<file path="config.mk">
export PLATFORM = sky130hd
export DESIGN_NAME = disk_window_pll
export DESIGN_NICKNAME = d
export VERILOG_FILES = /design/src/rtl/dwpll_pkg.sv /design/src/rtl/dwpll_edge_sync.sv /design/src/rtl/dwpll_step.sv /design/src/rtl/dwpll_counter.sv /design/src/rtl/disk_window_pll.sv
export SDC_FILE = /design/constraint.sdc
export NUM_CORES = 1
export LEC_CHECK = 0
export ABC_CLOCK_PERIOD_IN_PS = 3100
export BUFFER_PORTS_ARGS = -buffer_cell sky130_fd_sc_hd__clkbuf_2
export CAP_MARGIN = 20
export CORE_AREA = 10 10 47 49
export DETAILED_ROUTE_END_ITERATION = 7
export DIE_AREA = 0 0 57 59
export HOLD_SLACK_MARGIN = 0.15
export MAX_ROUTING_LAYER = met4
export SLEW_MARGIN = 20
export SYNTH_ARGS = -nofsm -noshare
export SYNTH_HDL_FRONTEND = slang
export SYNTH_HIERARCHICAL = 1
export SYNTH_SLANG_ARGS = --single-unit
</file>
<file path="constraint.sdc">
create_clock -name clk -period 3.1 [get_ports clk]
set_input_delay 0.155 -clock clk [delete_from_list [all_inputs] [get_ports clk]]
set_output_delay 0.155 -clock clk [all_outputs]
set_load 0.02 [all_outputs]
</file>
<file path="src/rtl/dwpll_pkg.sv">
package dwpll_pkg;
    localparam int CNT_W   = 4;
    localparam int CNT_MOD = 1 << CNT_W;
    localparam int SYNC_N  = 2;

    typedef logic [CNT_W-1:0] count_t;

    typedef struct packed {
        count_t nxt;
        logic   wrap;
    } step_t;

    // Correction-half table: next count after a detected pulse edge.
    function automatic count_t corr_next(input count_t c);
        count_t r;
        case (c)
            4'h0: r = 4'h1;
            4'h1: r = 4'h1;
            4'h2: r = 4'h2;
            4'h3: r = 4'h3;
            4'h4: r = 4'h3;
            4'h5: r = 4'h4;
            4'h6: r = 4'h5;
            4'h7: r = 4'h6;
            4'h8: r = 4'hB;
            4'h9: r = 4'hC;
            4'hA: r = 4'hD;
            4'hB: r = 4'hE;
            4'hC: r = 4'hF;
            4'hD: r = 4'hF;
            4'hE: r = 4'h0;
            default: r = 4'h1;
        endcase
        return r;
    endfunction

    // Passing from the upper half of the range into the lower half is a wrap.
    function automatic logic is_wrap(input count_t cur, input count_t nxt);
        return cur[CNT_W-1] & ~nxt[CNT_W-1];
    endfunction
endpackage

</file>
<file path="src/rtl/dwpll_edge_sync.sv">
module dwpll_edge_sync #(
    parameter int STAGES = 2
) (
    input  logic clk,
    input  logic rst,
    input  logic async_in,
    output logic rise
);
    logic [STAGES-1:0] pipe;
    logic              last;

    generate
        for (genvar i = 0; i < STAGES; i++) begin : g_stage
            if (i == 0) begin : g_first
                always_ff @(posedge clk) begin
                    if (rst) pipe[0] <= 1'b0;
                    else     pipe[0] <= async_in;
                end
            end else begin : g_rest
                always_ff @(posedge clk) begin
                    if (rst) pipe[i] <= 1'b0;
                    else     pipe[i] <= pipe[i-1];
                end
            end
        end
    endgenerate

    always_ff @(posedge clk) begin
        if (rst) last <= 1'b0;
        else     last <= pipe[STAGES-1];
    end

    assign rise = pipe[STAGES-1] & ~last;
endmodule

</file>
<file path="src/rtl/dwpll_step.sv">
module dwpll_step
    import dwpll_pkg::*;
(
    input  count_t cur,
    input  logic   correct,
    output step_t  step
);
    always_comb begin
        if (correct) step.nxt = corr_next(cur);
        else         step.nxt = cur + count_t'(1);
        step.wrap = is_wrap(cur, step.nxt);
    end
endmodule

</file>
<file path="src/rtl/dwpll_counter.sv">
module dwpll_counter
    import dwpll_pkg::*;
(
    input  logic   clk,
    input  logic   rst,
    input  logic   pulse_edge,
    input  logic   free_run,
    output count_t count,
    output logic   window
);
    step_t step;
    logic  apply;

    assign apply = pulse_edge & ~free_run;

    dwpll_step u_step (
        .cur     (count),
        .correct (apply),
        .step    (step)
    );

    always_ff @(posedge clk) begin
        if (rst) begin
            count  <= '0;
            window <= 1'b0;
        end else begin
            count <= step.nxt;
            if (step.wrap) window <= ~window;
        end
    end
endmodule

</file>
<file path="src/rtl/disk_window_pll.sv">
module disk_window_pll
    import dwpll_pkg::*;
(
    input  logic             clk,
    input  logic             rst,
    input  logic             data_pulse,
    input  logic             free_run,
    output logic             window,
    output logic [CNT_W-1:0] count
);
    logic pulse_edge;

    dwpll_edge_sync #(.STAGES(SYNC_N)) u_sync (
        .clk      (clk),
        .rst      (rst),
        .async_in (data_pulse),
        .rise     (pulse_edge)
    );

    dwpll_counter u_cnt (
        .clk        (clk),
        .rst        (rst),
        .pulse_edge (pulse_edge),
        .free_run   (free_run),
        .count      (count),
        .window     (window)
    );
endmodule

</file>
==> results.cfg, run 1 <==
[worst_setup_path]
crit_top_cell = nor2_1
path_buf_inv = 0
cp.required_ns = 3.24
endpoint_kind = register
cp-startpoint = u_sync/pipe[1]
critPathTopFamily = simple AND/OR/NAND/NOR gates
cp_slowest_cell = nor2b_1
slowest_delay_ns = 0.53
cp-start-kind = register
cp_cell_sequence = nor2b_2, nor2b_1, o211ai_1, nor2_1, xnor2_1, nor2_1
critPathArrivalTime_ns = 1.76
critical_path_class = reg -> reg
cp_max_fo = 11
r2r_start = u_sync/pipe[1]

[sta]
timing.fmax_ghz = 0.616
finalHoldViolCount = 0
worst_pin_slew_ns = 0.639
rsz0062_at_grt = false
fin_setup_tns_ns = 0
holdWs_ns = 0.179
setup_violations = 0
relSlewSlack = 0.573
min_period_ns = 1.62
finalMaxSlewViolations = 0
finalCritPeriodShare = 0.524
fin_worst_skew_ns = 0.00331

[routing]
drcViolationCount = 0
wirelength_microns = 847
post_drt_wl_per_cell_microns = 11.3
via_count = 358
ant_nets = 0
vias_per_cell = 4.77
firstDrtPassIters = 4
drt_iter0_drc = 7

[clocking]
cts_tree = done
cts-htree-levels = 1
numClockSinks = 8
clk_pin_slew_worst_paths_ns = 0.05
clock_latency_ns = 0.25
ctsHoldBuffers = 1
clock_path_buffers = 2
cts_resized = 0
cts_root_buf = clkbuf_4
cts_buffers = 3
post_cts_buffers = 0

[hold_path]
worstHoldStart = rst
min_path_type = in -> reg

[grt]
grt_max_degree = 12
grt_pass1_vias = 322
grt_overflow = 0
grt_pass1_wl_mm = 1.46
antenna_found_initial = 0
track_usage = 0.0583

[floorplan]
die_w_microns = 57
initial_utilization = 0.304
coreArea_sq_um = 1400
fp.dieH_microns = 59
rows = 14
top_level_ports = 9
die-area_sq_um = 3360

[logic_synthesis]
ys.warnings.count = 6
synth_nets = 56
ys_types = 20
synth_seq_area_share = 0.375
avgSynthCellArea_sq_um = 8.71
synthCells = 49
synth_area_sq_um = 427
ys_ff_latch = 8

[power]
p_leak_nw = 0.222
clkPwrFrac = 0.334
internal_power_uw = 169
peakVddDrop_mv = 0.306
fin_total_pwr_uw = 228
p_sw_uw = 59.3
combPwrFrac = 0.161
p_seq_frac = 0.505
sw_frac_of_total = 0.260
powerDensity_nw_per_um2 = 454

[place]
post-dp-hpwl_microns = 608
io_buffers = 8
place.gp.congestion = 0.808

[finish]
layout-drive-gt1-share = 0.203
antenna_cells = 0
area_growth_pct = 17.9
final_nets = 68

[flow_run]
drv_cap = 0

[status]
status = complete, no violations
-- power by group through the flow --
stage	logic [mW]	registers (mW)	clock network (mW)
final	0.0368	0.115	0.0762
after global routing	0.0415	0.117	0.0896
after CTS	0.0374	0.115	0.0801
after detailed placement	0.0357	0.118	0
after global placement	0.0344	0.118	0
after floorplan	0.0211	0.120	0
-- path summary, 6_finish.rpt --
check	end	slack (ns)	cells after the start
max	u_cnt/window	1.48	6
min	u_cnt/count[2]	0.18	2
max reg2reg	u_cnt/window	1.48	6
min reg2reg	u_sync/pipe[1]	0.43	1
-- synthesized netlist by cell type, drive strengths merged --
master | n | area (sq um)
nand4 | 1 | 6.26
nand2 | 3 | 11.3
o2111ai | 1 | 8.76
inv | 5 | 18.8
a311oi | 1 | 8.76
dfxtp | 8 | 160
buf | 2 | 16.3
xnor2 | 2 | 17.5
ha | 3 | 37.5
o211ai | 1 | 7.51
nor2 | 4 | 15.0
o221ai | 1 | 8.76
a31oi | 2 | 12.5
mux2i | 1 | 10.0
nand2b | 2 | 12.5
o21ai | 1 | 5.00
a21oi | 1 | 5.00
nor2b | 10 | 65.1
-- cell families after synthesis --
logic type | share of synthesized area
simple gates | 0.258
compound gates | 0.132
flops | 0.375
buf+inv | 0.0821
fa+ha+maj | 0.0880
xor+xnor | 0.0411
mux | 0.0235
-- cells in the final DEF, fill, tap and decap left out --
cell type,n
nand2b_1,2
dlygate4sd3_1,1
dfxtp_1,8
o221ai_1,1
nor2_1,4
clkbuf_4,3
nor2b_1,9
nand2_1,3
o2111ai_1,1
nor2b_2,1
o211ai_1,1
clkbuf_2,8
xnor2_1,2
a31oi_1,2
mux2i_1,1
nand4_1,1
o21ai_0,1
a21oi_1,1
inv_1,5
ha_1,3
a311oi_1,1
-- final cells by class --
class | count | area (sq um)
fill | 159 | 898
multi-input combinational | 34 | 231
inverter | 5 | 18.8
timing repair buffer | 9 | 50.0
sequential | 8 | 160
clock buffer | 3 | 22.5
tap | 16 | 20.0
-- through the flow --
step	utilization	area, sq um	setup slack (ns)	cells
global placement	0.336	470	1.53	71
detailed placement	0.336	470	1.48	71
floorplan	-	427	1.67	49
finish	0.359	503	1.48	75
CTS	0.359	503	1.46	75
global route	0.359	503	1.29	75
-- flip-flops by register name, indices dropped and copies added, names as in the netlist --
register,count
u_cnt/count,4
u_sync/pipe,2
u_cnt/window,1
u_sync/last,1
-- metal layers --
metal	wire [microns]	GRT usage	vias to the layer above
li1	-	-	183
met1	383	0.0608	165
met2	397	0.0806	8
met3	61	0.0472	2
met4	4	0.0201	0
met5	0	-	-
(Power assumes the default switching activity.)
==> run 2: changes to the inputs <==
--- a/config.mk
+++ b/config.mk
@@ -5,7 +5,8 @@
 export SDC_FILE = /design/constraint.sdc
 export NUM_CORES = 1
 export LEC_CHECK = 0
-export ABC_CLOCK_PERIOD_IN_PS = 3100
+export ABC_AREA = 1
+export ABC_CLOCK_PERIOD_IN_PS = 1500
 export BUFFER_PORTS_ARGS = -buffer_cell sky130_fd_sc_hd__clkbuf_2
 export CAP_MARGIN = 20
 export CORE_AREA = 10 10 47 49
==> constraint.sdc (replaced) <==
create_clock -name clk -period 1.5 [get_ports clk]
set_input_delay 0.075 -clock clk [delete_from_list [all_inputs] [get_ports clk]]
set_output_delay 0.075 -clock clk [all_outputs]
set_load 0.02 [all_outputs]
==> results.cfg, run 2 <==
[routing]
wirelength_microns = 844
post_drt_wl_per_cell_microns = 8.79
vias_per_cell = 4.27
drcViolationCount = 0
drt_iter0_drc = 1
via_count = 410
firstDrtPassIters = 2
ant_nets = 0

[floorplan]
die-area_sq_um = 3360
fp.dieH_microns = 59
rows = 14
coreArea_sq_um = 1400
initial_utilization = 0.303
die_w_microns = 57
top_level_ports = 9

[sta]
finalHoldViolCount = 0
finalCritPeriodShare = 0.899
relSlewSlack = 0.825
fin_worst_skew_ns = 0.00126
fin_setup_tns_ns = 0
worst_pin_slew_ns = 0.261
min_period_ns = 1.35
setup_violations = 0
finalMaxSlewViolations = 0
timing.fmax_ghz = 0.741
rsz0062_at_grt = false

[worst_setup_path]
cp-start-kind = register
endpoint_kind = register
rr_endpoint = u_cnt/count[1]
critPathArrivalTime_ns = 1.54
r2r_start = u_cnt/count[0]
reg2reg_depth = 9
cp_max_fo = 5
critical_path_class = reg -> reg
regToRegSetupSlack_ns = 0.15
cp.required_ns = 1.69

[place]
placedCellCount = 90
post-dp-hpwl_microns = 653
io_buffers = 8
place.gp.congestion = 0.803

[clocking]
cts_root_buf = clkbuf_4
clock_latency_ns = 0.25
post_cts_buffers = 0
clock_path_buffers = 2
cts_tree = done
cts-htree-levels = 1
numClockSinks = 8
cts_buffers = 3
clk_pin_slew_worst_paths_ns = 0.05

[grt]
antenna_found_initial = 0
grt_pass1_vias = 401
grt_overflow = 0
track_usage = 0.0581
grt_max_degree = 9
met3_usage = 0.0129
use_met2 = 0.105
grt_busiest_layer = met2
gr-usage-met1 = 0.0462
grt_pass1_wl_mm = 1.52

[finish]
seqCellArea_sq_um = 160
largest_register_ffs = 4
multi_input_area_sq_um = 206
final_cell_count_no_fill = 96
area_growth_pct = 27.1
layout-drive-gt1-share = 0.175
final_nets = 89
antenna_cells = 0
largestRegisters = u_cnt/count (4), u_sync/pipe (2)
final_cell_mix = 17 x nand2_1, 14 x inv_1, 10 x nor2_1
n_fill_cell = 157
largest_register = u_cnt/count
final_common_cell = nand2_1

[logic_synthesis]
yosys.area.top_type = dfxtp_1
ys_ff_latch = 8
async_reset_ff_frac = 0
synth_seq_area_share = 0.378
ys_types = 12
synthTopCellsByArea = dfxtp_1 38%, nand2_1 15%, inv_1 12%
synthTopCellsByCount = 17 x nand2_1, 14 x inv_1, 11 x nor2_1
synth-edff-count = 0
synth_area_sq_um = 424
synth_nets = 73
yosys.area.top_type_share = 0.378
ys.warnings.count = 6
synthCells = 66
synth_most_common_cell = nand2_1
synthFlopType = dfxtp_1
avgSynthCellArea_sq_um = 6.43

[status]
status = complete, no violations

[hold_path]
min_path_type = in -> reg
hold_depth = 6
worstHoldStart = free_run
hold_end = u_cnt/count[1]

[power]
p_leak_nw = 0.286
powerDensity_nw_per_um2 = 903
peakVddDrop_mv = 0.393

[flow_run]
drv_cap = 0
[run 2: cell count changes after synthesis, moves of 3 or more]
cell | previous run | this run
inv_1 | 5 | 14
nor2b_1 | 9 | 0
nand2_1 | 3 | 17
nand3_1 | 0 | 3
nor2_1 | 4 | 11
[run 2: worst max-delay path by stage]
stage / startpoint / endpoint / cells past startpoint
finish: u_cnt/count[0] / u_cnt/count[1] / 9
global route: u_cnt/count[0] / u_cnt/count[1] / 9
CTS: u_cnt/count[0] / u_cnt/count[1] / 9
detailed placement: u_cnt/count[0] / u_cnt/count[1] / 9
global placement: u_cnt/count[0] / u_cnt/count[1] / 9
floorplan: u_cnt/count[0] / u_cnt/count[1] / 9
[run 2: logic make-up (layout without fill, tap and decap cells)]
kind of cell / Yosys count / in the layout / synth area share
and+or+nand+nor: 31 / 31 / 0.283
buffers and inverters: 16 / 30 / 0.142
DFF: 8 / 8 / 0.378
AOI/OAI and AO/OA: 7 / 7 / 0.0885
adders and majority gates: 3 / 3 / 0.0885
xor gates and xnor gates: 1 / 1 / 0.0207
[run 2: critical path: stages, from the launching register on]
cell     delay (ns)
dfxtp_1        0.42
inv_1          0.11
ha_1           0.34
nand2_1        0.08
nand3_1        0.06
nand2_1        0.07
nand2_1        0.04
nand2_1        0.06
inv_1          0.03
nor2_1         0.07
[run 2: area by class of cell]
class	instances	share of cell area
timing repair buffer	11	0.130
multi-input combinational	42	0.383
sequential	8	0.297
tap	16	0.0371
inverter	16	0.111
clock buffer	3	0.0418
[run 2: repair_timing]
action | 4_1_cts | 5_1_grt
endpoints found under the hold margin | 7 | 0
setup endpoints to repair | 0 | 1
resized for setup | 0 | 1
hold buffers | 3 | 0
[run 2: metal layers]
metal / part of all wire / vias up
met1: 0.43 / 178
met2: 0.53 / 6
met4: 0.012 / 0
met3: 0.030 / 2
li1: - / 224
met5: 0 / -
[run 2: metrics by stage]
stage | power (mW) | hold WS, ns | setup WS [ns] | instance area (sq um) | utilization
floorplan | 0.300 | 0.146 | 0.128 | 424 | -
global placement | 0.326 | 0.269 | 0.161 | 484 | 0.346
detailed placement | 0.326 | 0.277 | 0.162 | 484 | 0.346
CTS | 0.501 | 0.203 | 0.139 | 537 | 0.383
global route | 0.523 | 0.203 | 0.00965 | 539 | 0.385
finish | 0.487 | 0.180 | 0.151 | 539 | 0.385
[run 2: report_power, final]
group	switching (mW)	total, mW	internal, mW
Sequential	0.0132	0.237	0.224
Clock	0.0682	0.159	0.0912
Combinational	0.0524	0.0904	0.0380
Total	0.134	0.487	0.353
==> run 3: changes to the inputs <==
--- a/config.mk
+++ b/config.mk
@@ -7,13 +7,14 @@
 export LEC_CHECK = 0
 export ABC_AREA = 1
 export ABC_CLOCK_PERIOD_IN_PS = 1500
-export BUFFER_PORTS_ARGS = -buffer_cell sky130_fd_sc_hd__clkbuf_2
+export BUFFER_PORTS_ARGS = -buffer_cell sky130_fd_sc_hd__buf_2
 export CAP_MARGIN = 20
 export CORE_AREA = 10 10 47 49
 export DETAILED_ROUTE_END_ITERATION = 7
 export DIE_AREA = 0 0 57 59
 export HOLD_SLACK_MARGIN = 0.15
 export MAX_ROUTING_LAYER = met4
+export SETUP_SLACK_MARGIN = 0.5
 export SLEW_MARGIN = 20
 export SYNTH_ARGS = -nofsm -noshare
 export SYNTH_HDL_FRONTEND = slang
==> results.cfg, run 3 (synthesis results as in run 2) <==
[grt]
grt_overflow = 0
grt_pass1_vias = 426
track_usage = 0.0668
grt_pass1_wl_mm = 1.69
grt_max_degree = 9
antenna_found_initial = 0

[finish]
layout-drive-gt1-share = 0.427
antenna_cells = 0
largestRegisters = u_cnt/count (4), u_sync/pipe (2)
final_common_cell = nand2_1
final_cell_mix = 15 x nand2_1, 9 x inv_1, 9 x nor2_1
final_util = 0.438
largest_register = u_cnt/count
final_nets = 91
area_growth_pct = 44.8
largest_register_ffs = 4

[floorplan]
die_w_microns = 57
rows = 14
initial_utilization = 0.303
die-area_sq_um = 3360
top_level_ports = 9
fp.dieH_microns = 59
coreArea_sq_um = 1400

[worst_setup_path]
cp_max_fo = 3
critical_path_class = reg -> reg
critPathArrivalTime_ns = 1.29
endpoint_kind = register
cp.required_ns = 1.64
cp-start-kind = register

[routing]
drt_iter0_drc = 3
drcViolationCount = 0
ant_nets = 0
vias_per_cell = 4.46
post_drt_wl_per_cell_microns = 10.2
wirelength_mm = 1.00
firstDrtPassIters = 4
via_count = 437

[place]
place.gp.congestion = 0.868
io_buffers = 8
post-dp-hpwl_microns = 633

[power]
p_leak_nw = 0.308
p_seq_frac = 0.445
peakVddDrop_mv = 0.433
sw_frac_of_total = 0.291
clkPwrFrac = 0.300
internal_power_uw = 383
p_sw_uw = 157
combPwrFrac = 0.256
powerDensity_nw_per_um2 = 878
fin_total_pwr_uw = 540

[clocking]
cts_buffers = 3
clock_latency_ns = 0.25
cts-htree-levels = 1
numClockSinks = 8
cts_root_buf = clkbuf_4
cts_tree = done
ctsHoldBuffers = 1
clk_pin_slew_worst_paths_ns = 0.05
clock_path_buffers = 2

[sta]
setup_violations = 0
holdWs_ns = 0.0709
timing.fmax_ghz = 0.871
min_period_ns = 1.15
worst_pin_slew_ns = 0.166
finalHoldViolCount = 0
finalCritPeriodShare = 0.766
finalMaxSlewViolations = 0
fin_worst_skew_ns = 0.00396
rsz0062_at_grt = true
relSlewSlack = 0.889
fin_setup_tns_ns = 0

[status]
status = complete, no violations

[flow_run]
drv_cap = 0

[hold_path]
min_path_type = in -> reg
## run 3: cell count changes in the layout (fill, tap and decap cells not counted), sizes merged
cell and change:
dlygate4sd3 -2, buf +12, clkbuf -8
## run 3: area by class of cell
| class | count | area, sq um |
|---|---|---|
| inverter | 16 | 65.1 |
| fill | 157 | 787 |
| clock buffer | 3 | 22.5 |
| tap | 16 | 20.0 |
| sequential | 8 | 171 |
| multi-input combinational | 42 | 245 |
| timing repair buffer | 13 | 90.1 |
## run 3: routing by layer
layer | share of wire | wire length, microns | vias to the layer above | global-route usage
met5 | 0 | 0 | - | -
met4 | 0 | 0 | 0 | 0.0235
met3 | 0.087 | 87 | 0 | 0.0494
met2 | 0.49 | 486 | 12 | 0.109
met1 | 0.43 | 427 | 197 | 0.0599
li1 | - | - | 228 | -
## run 3: final timing paths
kind	start	to	cells past startpoint	slack [ns]
worst min register to register	u_sync/pipe[0]	u_sync/pipe[1]	2	0.39
worst max register to register	u_cnt/count[0]	u_cnt/count[1]	9	0.35
worst min-delay path	rst	u_cnt/count[0]	2	0.07
worst max-delay path	u_cnt/count[0]	u_cnt/count[1]	9	0.35
## run 3: repair_timing
action / CTS / global route
setup buffers: 4 / 0
setup endpoints to repair: 5 / 6
gates resized for setup: 4 / 11
pin swaps: 4 / 9
hold endpoints to repair: 7 / 7
## run 3: power groups by stage
stage | logic, mW | registers (mW) | clock network (mW)
floorplan | 0.0610 | 0.252 | 0
global route | 0.153 | 0.241 | 0.179
CTS | 0.117 | 0.239 | 0.170
finish | 0.138 | 0.240 | 0.162
detailed placement | 0.0953 | 0.245 | 0
global placement | 0.0964 | 0.245 | 0
## run 3: critical path, cell delays in order (launching register included)
cell and delay [ns]:
dfxtp_4 0.37, inv_4 0.04, ha_4 0.28, nand2_2 0.06
nand3_2 0.05, nand2_1 0.05, nand2_1 0.06, nand2_1 0.05
inv_1 0.05, nor2_1 0.03
## run 3: per-stage QoR
step / cell area, sq um / instances / setup WS [ns]
floorplan: 452 / 66 / 0.389
global placement: 512 / 90 / 0.328
detailed placement: 512 / 90 / 0.327
CTS: 586 / 98 / 0.382
global route: 614 / 98 / 0.276
finish: 614 / 98 / 0.352
